--- src/rtl/wdin_pkg.sv ---
`timescale 1ns/1ps
package wdin_pkg;

  // Which one-cycle event a conditioning channel reports on its strobe.
  typedef enum logic [1:0] {
    EDGE_NONE = 2'd0,
    EDGE_RISE = 2'd1,
    EDGE_ANY  = 2'd2
  } edge_sel_e;

  // Bits needed to hold a count from 0 up to n inclusive.
  function automatic int unsigned cnt_bits(input int unsigned n);
    return (n < 2) ? 1 : $clog2(n + 1);
  endfunction

endpackage

--- src/rtl/wdin_sync.sv ---
`timescale 1ns/1ps
module wdin_sync #(
  parameter int unsigned STAGES = 2,
  parameter bit          IDLE   = 1'b1
) (
  input  logic clk,
  input  logic rst,
  input  logic din,
  output logic dout
);

  logic [STAGES-1:0] chain;

  // Stage 0 samples the pin; each further stage samples the one before it.
  always_ff @(posedge clk) begin
    if (rst) chain[0] <= IDLE;
    else     chain[0] <= din;
  end

  for (genvar s = 1; s < STAGES; s++) begin : g_stage
    always_ff @(posedge clk) begin
      if (rst) chain[s] <= IDLE;
      else     chain[s] <= chain[s-1];
    end
  end

  assign dout = chain[STAGES-1];

endmodule

--- src/rtl/wdin_chan.sv ---
`timescale 1ns/1ps
module wdin_chan
  import wdin_pkg::*;
#(
  parameter int unsigned SYNC_STAGES = 2,
  parameter int unsigned LEN         = 4,
  parameter bit          IDLE        = 1'b1,
  parameter edge_sel_e   EDGES       = EDGE_NONE
) (
  input  logic clk,
  input  logic rst,
  input  logic raw,
  output logic lvl,
  output logic strobe,
  output logic rise_now
);

  localparam int unsigned CW = cnt_bits(LEN);
  localparam logic [CW-1:0] LAST = CW'(LEN - 1);

  logic          synced;
  logic [CW-1:0] run_cnt;
  logic          lvl_q;
  logic          differ;
  logic          accept;

  wdin_sync #(.STAGES(SYNC_STAGES), .IDLE(IDLE)) u_sync (
    .clk  (clk),
    .rst  (rst),
    .din  (raw),
    .dout (synced)
  );

  assign differ   = (synced != lvl_q);
  assign accept   = differ && (run_cnt == LAST);
  assign rise_now = accept && synced;

  // Counts consecutive cycles of disagreement; any agreeing cycle restarts it.
  always_ff @(posedge clk) begin
    if (rst) begin
      run_cnt <= '0;
      lvl_q   <= IDLE;
    end else begin
      if (!differ || accept) run_cnt <= '0;
      else                   run_cnt <= run_cnt + 1'b1;
      if (accept) lvl_q <= synced;
    end
  end

  assign lvl = lvl_q;

  if (EDGES == EDGE_RISE) begin : g_rise
    always_ff @(posedge clk) begin
      if (rst) strobe <= 1'b0;
      else     strobe <= accept && synced;
    end
  end else if (EDGES == EDGE_ANY) begin : g_any
    always_ff @(posedge clk) begin
      if (rst) strobe <= 1'b0;
      else     strobe <= accept;
    end
  end else begin : g_none
    assign strobe = 1'b0;
  end

endmodule

--- src/rtl/wdin_lowcheck.sv ---
`timescale 1ns/1ps
module wdin_lowcheck
  import wdin_pkg::*;
#(
  parameter int unsigned LIMIT = 45
) (
  input  logic clk,
  input  logic rst,
  input  logic lvl,
  input  logic rise_now,
  output logic err
);

  localparam int unsigned CW = cnt_bits(LIMIT);
  localparam logic [CW-1:0] CAP  = CW'(LIMIT);
  localparam logic [CW-1:0] LAST = CW'(LIMIT - 1);

  logic [CW-1:0] low_cnt;
  logic          err_q;

  // low_cnt saturates at LIMIT so the error fires once per low phase.
  always_ff @(posedge clk) begin
    if (rst) begin
      low_cnt <= '0;
      err_q   <= 1'b0;
    end else begin
      err_q <= !lvl && !rise_now && (low_cnt == LAST);
      if (lvl)                 low_cnt <= '0;
      else if (low_cnt != CAP) low_cnt <= low_cnt + 1'b1;
    end
  end

  assign err = err_q;

endmodule

--- src/rtl/wdin_cond.sv ---
`timescale 1ns/1ps
module wdin_cond
  import wdin_pkg::*;
#(
  parameter int unsigned SYNC_STAGES  = 2,
  parameter int unsigned TRIG_LEN     = 4,
  parameter int unsigned MODE_LEN     = 4,
  parameter int unsigned WAKE_LEN     = 128,
  parameter int unsigned TRIG_LOW_MAX = 45
) (
  input  logic clk,
  input  logic rst,
  input  logic trig_raw,
  input  logic mode_raw,
  input  logic wake_raw,
  output logic trig_lvl,
  output logic mode_lvl,
  output logic trig_ok,
  output logic trig_err,
  output logic wake_edge
);

  logic trig_rise_now;
  logic mode_strobe_unused;
  logic mode_rise_unused;
  logic wake_lvl_unused;
  logic wake_rise_unused;

  wdin_chan #(
    .SYNC_STAGES (SYNC_STAGES),
    .LEN         (TRIG_LEN),
    .IDLE        (1'b1),
    .EDGES       (EDGE_RISE)
  ) u_trig (
    .clk      (clk),
    .rst      (rst),
    .raw      (trig_raw),
    .lvl      (trig_lvl),
    .strobe   (trig_ok),
    .rise_now (trig_rise_now)
  );

  wdin_chan #(
    .SYNC_STAGES (SYNC_STAGES),
    .LEN         (MODE_LEN),
    .IDLE        (1'b1),
    .EDGES       (EDGE_NONE)
  ) u_mode (
    .clk      (clk),
    .rst      (rst),
    .raw      (mode_raw),
    .lvl      (mode_lvl),
    .strobe   (mode_strobe_unused),
    .rise_now (mode_rise_unused)
  );

  wdin_chan #(
    .SYNC_STAGES (SYNC_STAGES),
    .LEN         (WAKE_LEN),
    .IDLE        (1'b0),
    .EDGES       (EDGE_ANY)
  ) u_wake (
    .clk      (clk),
    .rst      (rst),
    .raw      (wake_raw),
    .lvl      (wake_lvl_unused),
    .strobe   (wake_edge),
    .rise_now (wake_rise_unused)
  );

  wdin_lowcheck #(.LIMIT(TRIG_LOW_MAX)) u_low (
    .clk      (clk),
    .rst      (rst),
    .lvl      (trig_lvl),
    .rise_now (trig_rise_now),
    .err      (trig_err)
  );

endmodule

--- config.mk ---
export PLATFORM = sky130hd
export DESIGN_NAME = wdin_cond
export DESIGN_NICKNAME = d
export VERILOG_FILES = /design/src/rtl/wdin_pkg.sv /design/src/rtl/wdin_sync.sv /design/src/rtl/wdin_chan.sv /design/src/rtl/wdin_lowcheck.sv /design/src/rtl/wdin_cond.sv
export SDC_FILE = /design/constraint.sdc
export NUM_CORES = 1
export LEC_CHECK = 0
export BUFFER_PORTS_ARGS = -buffer_cell sky130_fd_sc_hd__clkbuf_2
export CAP_MARGIN = 0
export CORE_MARGIN = 3
export CORE_UTILIZATION = 35
export CTS_CLUSTER_DIAMETER = 200
export DETAILED_ROUTE_END_ITERATION = 16
export GPL_TIMING_DRIVEN = 0
export SYNTH_ARGS = -nofsm -noshare
export SYNTH_HDL_FRONTEND = slang
export SYNTH_SLANG_ARGS = --single-unit
--- constraint.sdc ---
create_clock -name clk -period 4.4 [get_ports clk]
set_clock_uncertainty 0.15 [all_clocks]
set_input_delay 0.44 -clock clk [delete_from_list [all_inputs] [get_ports clk]]
set_output_delay 0.44 -clock clk [all_outputs]
set_load 0.1 [all_outputs]
==> impl_metrics.json, run 1 <==
{
  "status": "finished, final reports clean",
  "final_common_cell": "dfxtp_1",
  "synthMuxAreaShare_pct": 0.787,
  "p_sw_mw": 0.109,
  "dp.cells": 183,
  "cts_sinks": 32,
  "synth_compound_gate_area_share_pct": 6.78,
  "whs_ns": 0.127,
  "comb_power_share_pct": 1.9,
  "crit_slowest_cell": "clkbuf_2",
  "seq_area_um2": 641,
  "dr.pass1.iters": 4,
  "synth_edf_count": 0,
  "dieWidth_um": 66.3,
  "maxCapViolations": 0,
  "fin_crit_sh_pct": 40.9,
  "synthAdderAreaFrac_pct": 7.87,
  "syn_area_per_cell_um2": 9.94,
  "post_cts_buffers": 0,
  "netlist_instances": 128,
  "cts_buffers": 5,
  "grt_setup_unrepaired": "no",
  "leakage_nw": 0.521,
  "report.final.hold_viol_count": 0,
  "start_util_pct": 37.3,
  "maxSlewViolCount": 0,
  "wl_met1_um": 865,
  "routed_wl_mm": 1.96,
  "synth_xor_xnor_area_share_pct": 6.19,
  "drive_above_1_share_pct": 17.2,
  "synthFlopType": "dfxtp_1",
  "drc_errors": 0,
  "pin_count": 10,
  "maxClockFrequency_mhz": 556,
  "coreArea_mm2": 0.00342,
  "p_clk_share_pct": 35.1,
  "startpoint_type": "register",
  "drt_iter0_drc": 57,
  "endpoint_kind": "output port",
  "ys_async_sr_fraction_pct": 0,
  "post-route-util_pct": 41.9,
  "path_cells": "clkbuf_2",
  "routed.top_layer": "met4",
  "htree_levels": 2,
  "critPathMaxStageDelay_ns": 0.48,
  "design_area_mm2": 0.00143,
  "die_h_um": 66.3,
  "dr_wl_met2_um": 952,
  "grt_pass1_wl_mm": 3.61,
  "gp_congestion": 0.764,
  "seq_power_share_pct": 63.0,
  "final_cell_mix": "dfxtp_1 (32), inv_1 (9), nor2_1 (9), nand3_1 (9), clkbuf_2 (9)",
  "required_ns": 3.81,
  "dr_total_vias": 896,
  "cts_root_buffer": "clkbuf_4",
  "yosysUniqueCellTypes": 26,
  "critical_path_class": "register to output port",
  "period_needed_ns": 1.80,
  "cts_tree": "yes",
  "yosys_register_bits": 32,
  "setup_viol": 0,
  "crit_path_max_fanout": 4,
  "port_buffers": 9,
  "multiInputGateArea_um2": 587,
  "cp_top_family": "buffers and inverters",
  "hp-class": "input pin to register",
  "grt_start_max_net_pins": 12,
  "first_global_vias": 871,
  "yosys_warnings": 0,
  "cts_hold_buf": 0,
  "die-area_mm2": 0.00440,
  "ir_drop_uv": 170,
  "num_antenna_cells": 0,
  "synth_simple_gate_area_share_pct": 24.5,
  "hpwl_mm": 1.44,
  "avgViaCountPerCell": 4.69,
  "fin_setup_tns_ns": 0,
  "p_int_mw": 0.359,
  "synth_top_family_by_area": "simple AND/OR/NAND/NOR gates",
  "track_usage_pct": 11.1,
  "slew_headroom_pct": 63.8,
  "path_clk_slew_ns": 0.10,
  "cts_buffer_depth": 2,
  "swShare_pct": 23.3,
  "fin_cells": 191,
  "antenna_left": 0,
  "syn_area_mm2": 0.00127,
  "synth_seq_area_share_pct": 50.3,
  "grt_overflow": 0,
  "arrival_ns": 1.21,
  "syn2layout_area_growth_pct": 12.5,
  "routedWlPerCell_um": 10.3,
  "antenna_found_initial": 0,
  "dpl_cell_area_mm2": 0.00138,
  "tightestPinTransition_ns": 0.545,
  "fin_ws_ns": 2.60,
  "met3_length_um": 106,
  "num_rows": 21,
  "preCtsSetupSlack_ns": 2.73,
  "finalPower_mw": 0.468,
  "crit_buf_inv": 1,
  "nets": 157,
  "cts_resized": 0,
  "fill_cells": 340,
  "p_per_area_mw_per_mm2": 327,
  "clock_latency_ns": 0.34,
  "synth_fp_nets": 141
}
[power by group through the flow]
| stage | registers (mW) | logic (mW) | clock network (mW) |
|---|---|---|---|
| global route | 0.295 | 0.0105 | 0.187 |
| global placement | 0.301 | 0.00890 | 0 |
| finish | 0.295 | 0.00907 | 0.164 |
| CTS | 0.295 | 0.00933 | 0.175 |
| floorplan | 0.301 | 0.00593 | 0 |
| detailed placement | 0.301 | 0.00929 | 0 |
[worst reg2reg max path: stages (launching register included)]
cell,delay (ns)
dfxtp_1,0.41
ha_1,0.26
inv_1,0.11
nor4b_4,0.45
mux2i_1,0.23
[cell type report]
cell class,count,area share (%)
Sequential cell,32,44.8
Multi-Input combinational cell,84,41.0
Tap cell,46,4.02
Timing Repair Buffer,9,3.15
Clock buffer,5,2.62
Inverter,9,2.36
Clock inverter,3,1.31
Buffer,3,0.787
[Yosys cell counts, types with 2 or more instances]
cell,n,area (um^2)
or3_1,4,25.0
or2_2,5,31.3
ha_1,8,100
dfxtp_1,32,641
nor3b_1,2,15.0
inv_1,9,33.8
nor2b_1,4,25.0
xor2_1,5,43.8
nor2_1,9,33.8
nand2_1,5,18.8
a21oi_1,8,40.0
o21ai_0,6,30.0
xnor2_1,4,35.0
nand3_1,9,45.0
and4b_1,2,20.0
clkbuf_1,3,11.3
nor3_1,2,10.0
nand2b_1,3,18.8
[path summary, 6_finish.rpt]
path	start	endpoint	slack, ns	cells past startpoint
max	u_trig.lvl$_SDFFE_PP1P_	trig_lvl	2.60	1
max reg2reg	u_wake.run_cnt[0]$_SDFF_PP0_	u_wake.lvl$_SDFFE_PP0P_	2.74	4
min reg2reg	u_trig.u_sync.chain[0]$_SDFF_PP1_	u_trig.u_sync.dout$_SDFF_PP1_	0.27	1
min	trig_raw	u_trig.u_sync.chain[0]$_SDFF_PP1_	0.13	2
[routing by layer]
metal  vias up  track usage (%)
li1        466                -
met1       409             12.1
met2        15             17.7
met3         6             5.10
met4         0             6.09
met5         -                0
[registers in the layout, indices dropped and copies added (netlist names), 3 cells and up]
name	flops
u_trig.run_cnt	3
u_mode.run_cnt	3
u_low.low_cnt	6
u_wake.run_cnt	8
[logic make-up (layout without fill, tap and decap cells)]
group	after synthesis	in the layout
flip-flops	32	32
AO/OA/AOI/OAI	16	16
multiplexers	1	1
buffers and inverters	12	29
AND/OR/NAND/NOR	50	50
adder cells (fa/ha/maj)	8	8
XOR/XNOR	9	9
Power figures use the tool's default switching activity.
==> run 2, diff against run 1 <==
==> constraint.sdc (replaced) <==
create_clock -name clk -period 1.5 [get_ports clk]
set_clock_uncertainty 0.15 [all_clocks]
set_input_delay 0.15 -clock clk [delete_from_list [all_inputs] [get_ports clk]]
set_output_delay 0.15 -clock clk [all_outputs]
set_load 0.1 [all_outputs]
==> run 2 against run 1 <==
  * Design area up 6.4%
  * Utilization up 2.7 points
  * Sequential cell count unchanged
  * Hold slack got worse by 0.11 ns
  * First-iteration DRC count shrank 56%
  * Sequential power rose to 2.9 times the previous value
  * Register-to-register slack lost 2.7 ns
  * Non-clock buffer count rose by 6
  * Critical path depth stayed put
  * Largest cell class unchanged
==> impl_metrics.json, run 2 (synthesis results as in run 1) <==
{
  "status": "finished, final reports clean",
  "period_needed_ns": 1.45,
  "die_h_um": 66.3,
  "grt_pass1_wl_mm": 3.87,
  "num_rows": 21,
  "maxSlewViolCount": 0,
  "crit_path_max_fanout": 3,
  "drc_errors": 0,
  "grt_overflow": 0,
  "grt_busiest_layer": "met2",
  "syn2layout_area_growth_pct": 19.7,
  "coreArea_mm2": 0.00342,
  "report.final.hold_viol_count": 0,
  "start_util_pct": 37.3,
  "avgViaCountPerCell": 4.73,
  "largest_reg_flops": 8,
  "clock_latency_ns": 0.34,
  "maxClockFrequency_mhz": 691,
  "dieWidth_um": 66.3,
  "critPathLaunch": "u_mode.lvl$_SDFFE_PP1P_",
  "slew_headroom_pct": 63.9,
  "final_common_cell": "dfxtp_1",
  "final_cell_mix": "dfxtp_1 (25), inv_1 (9), nor2_1 (9), nand3_1 (9)",
  "port_buffers": 9,
  "grt_setup_unrepaired": "yes",
  "cts_buffer_depth": 2,
  "pin_count": 10,
  "reg2reg_from": "u_wake.run_cnt[1]$_SDFF_PP0_",
  "setup_viol": 0,
  "design_area_mm2": 0.00152,
  "first_global_vias": 932,
  "fin_crit_sh_pct": 96.5,
  "dpl_cell_area_mm2": 0.00138,
  "grt_start_max_net_pins": 12,
  "post-route-util_pct": 44.6,
  "cp_top_family": "buffers and inverters",
  "dr_total_vias": 932,
  "htree_levels": 2,
  "drive_above_1_share_pct": 25.8,
  "hp-start": "rst",
  "critical_path_class": "register to output port",
  "num_antenna_cells": 0,
  "regMostFlops": "u_wake.run_cnt",
  "largestRegisters": "u_wake.run_cnt: 8 flops, u_low.low_cnt: 6 flops",
  "gp_congestion": 0.755,
  "critPathMaxStageDelay_ns": 0.46,
  "antenna_left": 0,
  "tightestPinTransition_ns": 0.543,
  "met3_usage_pct": 5.10,
  "required_ns": 1.20,
  "hpwl_mm": 1.49,
  "routedWlPerCell_um": 10.4,
  "arrival_ns": 1.15,
  "use_met1_pct": 12.5,
  "cts_root_buffer": "clkbuf_4",
  "cts_sinks": 32,
  "hp-class": "input pin to register",
  "nets": 163,
  "crit_slowest_cell": "clkbuf_2",
  "leakage_nw": 0.550,
  "maxCapViolations": 0,
  "use_met2_pct": 19.7,
  "antenna_found_initial": 0,
  "path_cells": "clkbuf_2",
  "track_usage_pct": 11.8,
  "die-area_mm2": 0.00440,
  "cts_tree": "yes",
  "whs_ns": 0.0146,
  "ir_drop_uv": 553,
  "routed_wl_mm": 2.04,
  "startpoint_type": "register",
  "dr.pass1.iters": 4,
  "endpoint_kind": "output port",
  "crit_buf_inv": 1,
  "drt_iter0_drc": 25,
  "p_per_area_mw_per_mm2": 905,
  "cts_buffers": 5,
  "path_clk_slew_ns": 0.10
}
run 2: changes by cell type in the layout (fill, tap and decap cells not counted), sizes merged:
cell         delta
dlygate4sd3     +3
clkbuf          -1
buf             +4
run 2: per-stage QoR:
stage | std cells | setup TNS (ns) | worst slack (ns) | power, mW
6_report | 197 | 0 | 0.0528 | 1.38
3_5_place_dp | 183 | -0.606 | -0.141 | 0.911
5_1_grt | 197 | -0.0376 | -0.0179 | 1.45
4_1_cts | 197 | 0 | 0.0144 | 1.40
3_3_place_gp | 183 | -0.442 | -0.120 | 0.909
2_1_floorplan | 128 | -0.0453 | -0.0453 | 0.900
run 2: area by class of cell:
cell class                      count  area, um^2
Fill cell                         350        1890
Sequential cell                    32         654
Multi-Input combinational cell     84         612
Timing Repair Buffer               15        97.6
Tap cell                           46        57.6
Clock buffer                        5        37.5
Inverter                            9        33.8
Clock inverter                      3        18.8
Buffer                              3        11.3
run 2: worst paths after layout:
| check | end | slack (ns) | depth (start not counted) |
|---|---|---|---|
| max | mode_lvl | 0.05 | 1 |
| min | u_trig.run_cnt[2]$_SDFF_PP0_ | 0.01 | 3 |
| max reg2reg | u_wake.run_cnt[6]$_SDFF_PP0_ | 0.07 | 4 |
| min reg2reg | u_trig.u_sync.dout$_SDFF_PP1_ | 0.27 | 1 |
run 2: what timing repair did:
item / in CTS / in global routing
hold buffers: 3 / 0
endpoints found under the hold margin: 3 / 0
pin swaps: 1 / 0
setup buffers: 3 / 0
setup endpoints to repair: 8 / 15
resized for setup: 4 / 9
run 2: report_power, final:
group          internal, mW  total [mW]  leakage [nW]  switching (mW)
Sequential            0.855       0.860         0.262         0.00458
Combinational        0.0214      0.0367         0.254          0.0153
Clock                 0.179       0.481        0.0349           0.302
run 2: layer usage:
layer | vias to the layer above | wire (um)
met5 | - | 0
met4 | 0 | 54
met3 | 6 | 98
met2 | 14 | 1030
met1 | 434 | 861
li1 | 478 | -
==> run 3, diff against run 2 <==
--- a/config.mk
+++ b/config.mk
@@ -7,11 +7,11 @@
 export LEC_CHECK = 0
 export BUFFER_PORTS_ARGS = -buffer_cell sky130_fd_sc_hd__clkbuf_2
 export CAP_MARGIN = 0
-export CORE_MARGIN = 3
 export CORE_UTILIZATION = 35
 export CTS_CLUSTER_DIAMETER = 200
 export DETAILED_ROUTE_END_ITERATION = 16
 export GPL_TIMING_DRIVEN = 0
+export SKIP_LAST_GASP = 1
 export SYNTH_ARGS = -nofsm -noshare
 export SYNTH_HDL_FRONTEND = slang
 export SYNTH_SLANG_ARGS = --single-unit
==> run 3 against run 2 <==
  * Sequential cell count stayed put
  * Sequential share of layout area is 0.38 points lower
  * Final cell count stayed put
  * Critical path type is now register to register
==> impl_metrics.json, run 3 (synthesis results as in run 1) <==
{
  "status": "finished, final reports clean",
  "report.final.hold_viol_count": 0,
  "hp-start": "rst",
  "antenna_left": 0,
  "hp-class": "input pin to register",
  "dp.cells": 183,
  "start_util_pct": 37.3,
  "critical_path_class": "register to register",
  "startpoint_type": "register",
  "post-route-util_pct": 45.0,
  "routed_wl_mm": 2.11,
  "die-area_mm2": 0.00388,
  "whs_ns": 0.0236,
  "tightestPinTransition_ns": 0.539,
  "fin_cells": 197,
  "coreArea_mm2": 0.00342,
  "endpoint_kind": "register",
  "cts_buffer_depth": 2,
  "syn2layout_area_growth_pct": 20.7,
  "cts_sinks": 32,
  "dr.pass1.iters": 4,
  "r2r-end": "u_wake.run_cnt[7]$_SDFF_PP0_",
  "path_clk_slew_ns": 0.09,
  "grt_setup_unrepaired": "no",
  "critPathLaunch": "u_wake.run_cnt[0]$_SDFF_PP0_",
  "ff2ff_path_depth": 3,
  "grt_overflow": 0,
  "maxCapViolations": 0,
  "regMostFlops": "u_wake.run_cnt",
  "final_common_cell": "dfxtp_1",
  "arrival_ns": 1.56,
  "port_buffers": 9,
  "dr_total_vias": 937,
  "drt_iter0_drc": 24,
  "hold_depth": 3,
  "cts_buffers": 5,
  "p_per_area_mw_per_mm2": 934,
  "period_needed_ns": 1.44,
  "cts_root_buffer": "clkbuf_4",
  "grt_start_max_net_pins": 11,
  "fin_crit_sh_pct": 95.9,
  "num_antenna_cells": 0,
  "htree_levels": 2,
  "first_global_vias": 905,
  "ir_drop_uv": 440,
  "crit_path_max_fanout": 4,
  "finalPower_mw": 1.44,
  "leakage_nw": 0.560,
  "rrSetupSlack_ns": 0.06,
  "reg2reg_from": "u_wake.run_cnt[0]$_SDFF_PP0_",
  "dieWidth_um": 62.3,
  "die_h_um": 62.3,
  "antenna_found_initial": 0,
  "nets": 164,
  "grt_pass1_wl_mm": 3.73,
  "setup_viol": 0,
  "cts_tree": "yes",
  "drc_errors": 0,
  "gp_congestion": 0.720,
  "drive_above_1_share_pct": 25.8,
  "maxSlewViolCount": 0,
  "required_ns": 1.62,
  "maxClockFrequency_mhz": 695,
  "num_rows": 21,
  "hold_end": "u_mode.run_cnt[2]$_SDFF_PP0_",
  "clock_latency_ns": 0.33,
  "pin_count": 10,
  "final_cell_mix": "dfxtp_1 (25), nor2_1 (9), nand3_1 (9)",
  "largestRegisters": "u_wake.run_cnt: 8 flops, u_low.low_cnt: 6 flops",
  "avgViaCountPerCell": 4.76,
  "track_usage_pct": 12.9,
  "slew_headroom_pct": 64.2,
  "routedWlPerCell_um": 10.7,
  "largest_reg_flops": 8,
  "hpwl_mm": 1.49
}
==> run 3: changes by cell type in the layout (fill, tap and decap cells not counted), sizes merged <==
cell / before / now
clkbuf: 16 / 18
clkinv: 3 / 0
buf: 4 / 5
==> run 3: worst max-delay path, stage by stage, from the launching register on <==
cell,delay [ns]
dfxtp_4,0.37
ha_4,0.18
or4_1,0.53
a21oi_1,0.15
==> run 3: worst max path at each step <==
stage               slack [ns]                            to  depth (start not counted)
floorplan                -0.05          u_low.err$_SDFF_PP0_                          3
global placement         -0.12       u_wake.lvl$_SDFFE_PP0P_                          4
detailed placement       -0.20       u_wake.lvl$_SDFFE_PP0P_                          4
CTS                      0.003  u_wake.run_cnt[6]$_SDFF_PP0_                          4
global route           0.00004  u_wake.run_cnt[3]$_SDFF_PP0_                          5
finish                    0.06  u_wake.run_cnt[7]$_SDFF_PP0_                          3
==> run 3: layout make-up <==
cell class | count | area (um^2)
fillers | 343 | 1880
flip-flops and latches | 32 | 654
multi-input cells | 84 | 609
repair buffers | 16 | 105
clock buffers | 7 | 65.1
well taps | 46 | 57.6
inverters | 9 | 33.8
plain buffers | 3 | 11.3
==> run 3: timing repair <==
item,4_1_cts,5_1_grt
setup endpoints to repair,8,12
setup buffers,2,2
resized for setup,4,9
pin swaps,1,2
endpoints found under the hold margin,3,0
hold buffers,3,0
==> run 3: where the power goes <==
| group | leakage [nW] | internal (mW) | switching (mW) |
|---|---|---|---|
| Clock | 0.0374 | 0.265 | 0.273 |
| Combinational | 0.261 | 0.0215 | 0.0143 |
| Sequential | 0.262 | 0.856 | 0.00485 |
==> run 3: per-stage QoR <==
| stage | setup slack, ns | TNS, ns | instance area (um^2) |
|---|---|---|---|
| final | 0.0609 | 0 | 1540 |
| after detailed placement | -0.200 | -0.865 | 1380 |
| after global placement | -0.119 | -0.437 | 1380 |
| after CTS | 0.00280 | 0 | 1500 |
| after floorplan | -0.0453 | -0.0453 | 1270 |
| after global routing | 0.0000356 | 0 | 1540 |
==> run 3: layer usage <==
layer / vias up / track usage (%) / wire length, um
met2: 20 / 21.0 / 1060
met3: 7 / 6.80 / 97
met1: 432 / 13.1 / 887
met5: - / 0 / 0
li1: 478 / - / -
met4: 0 / 7.56 / 57
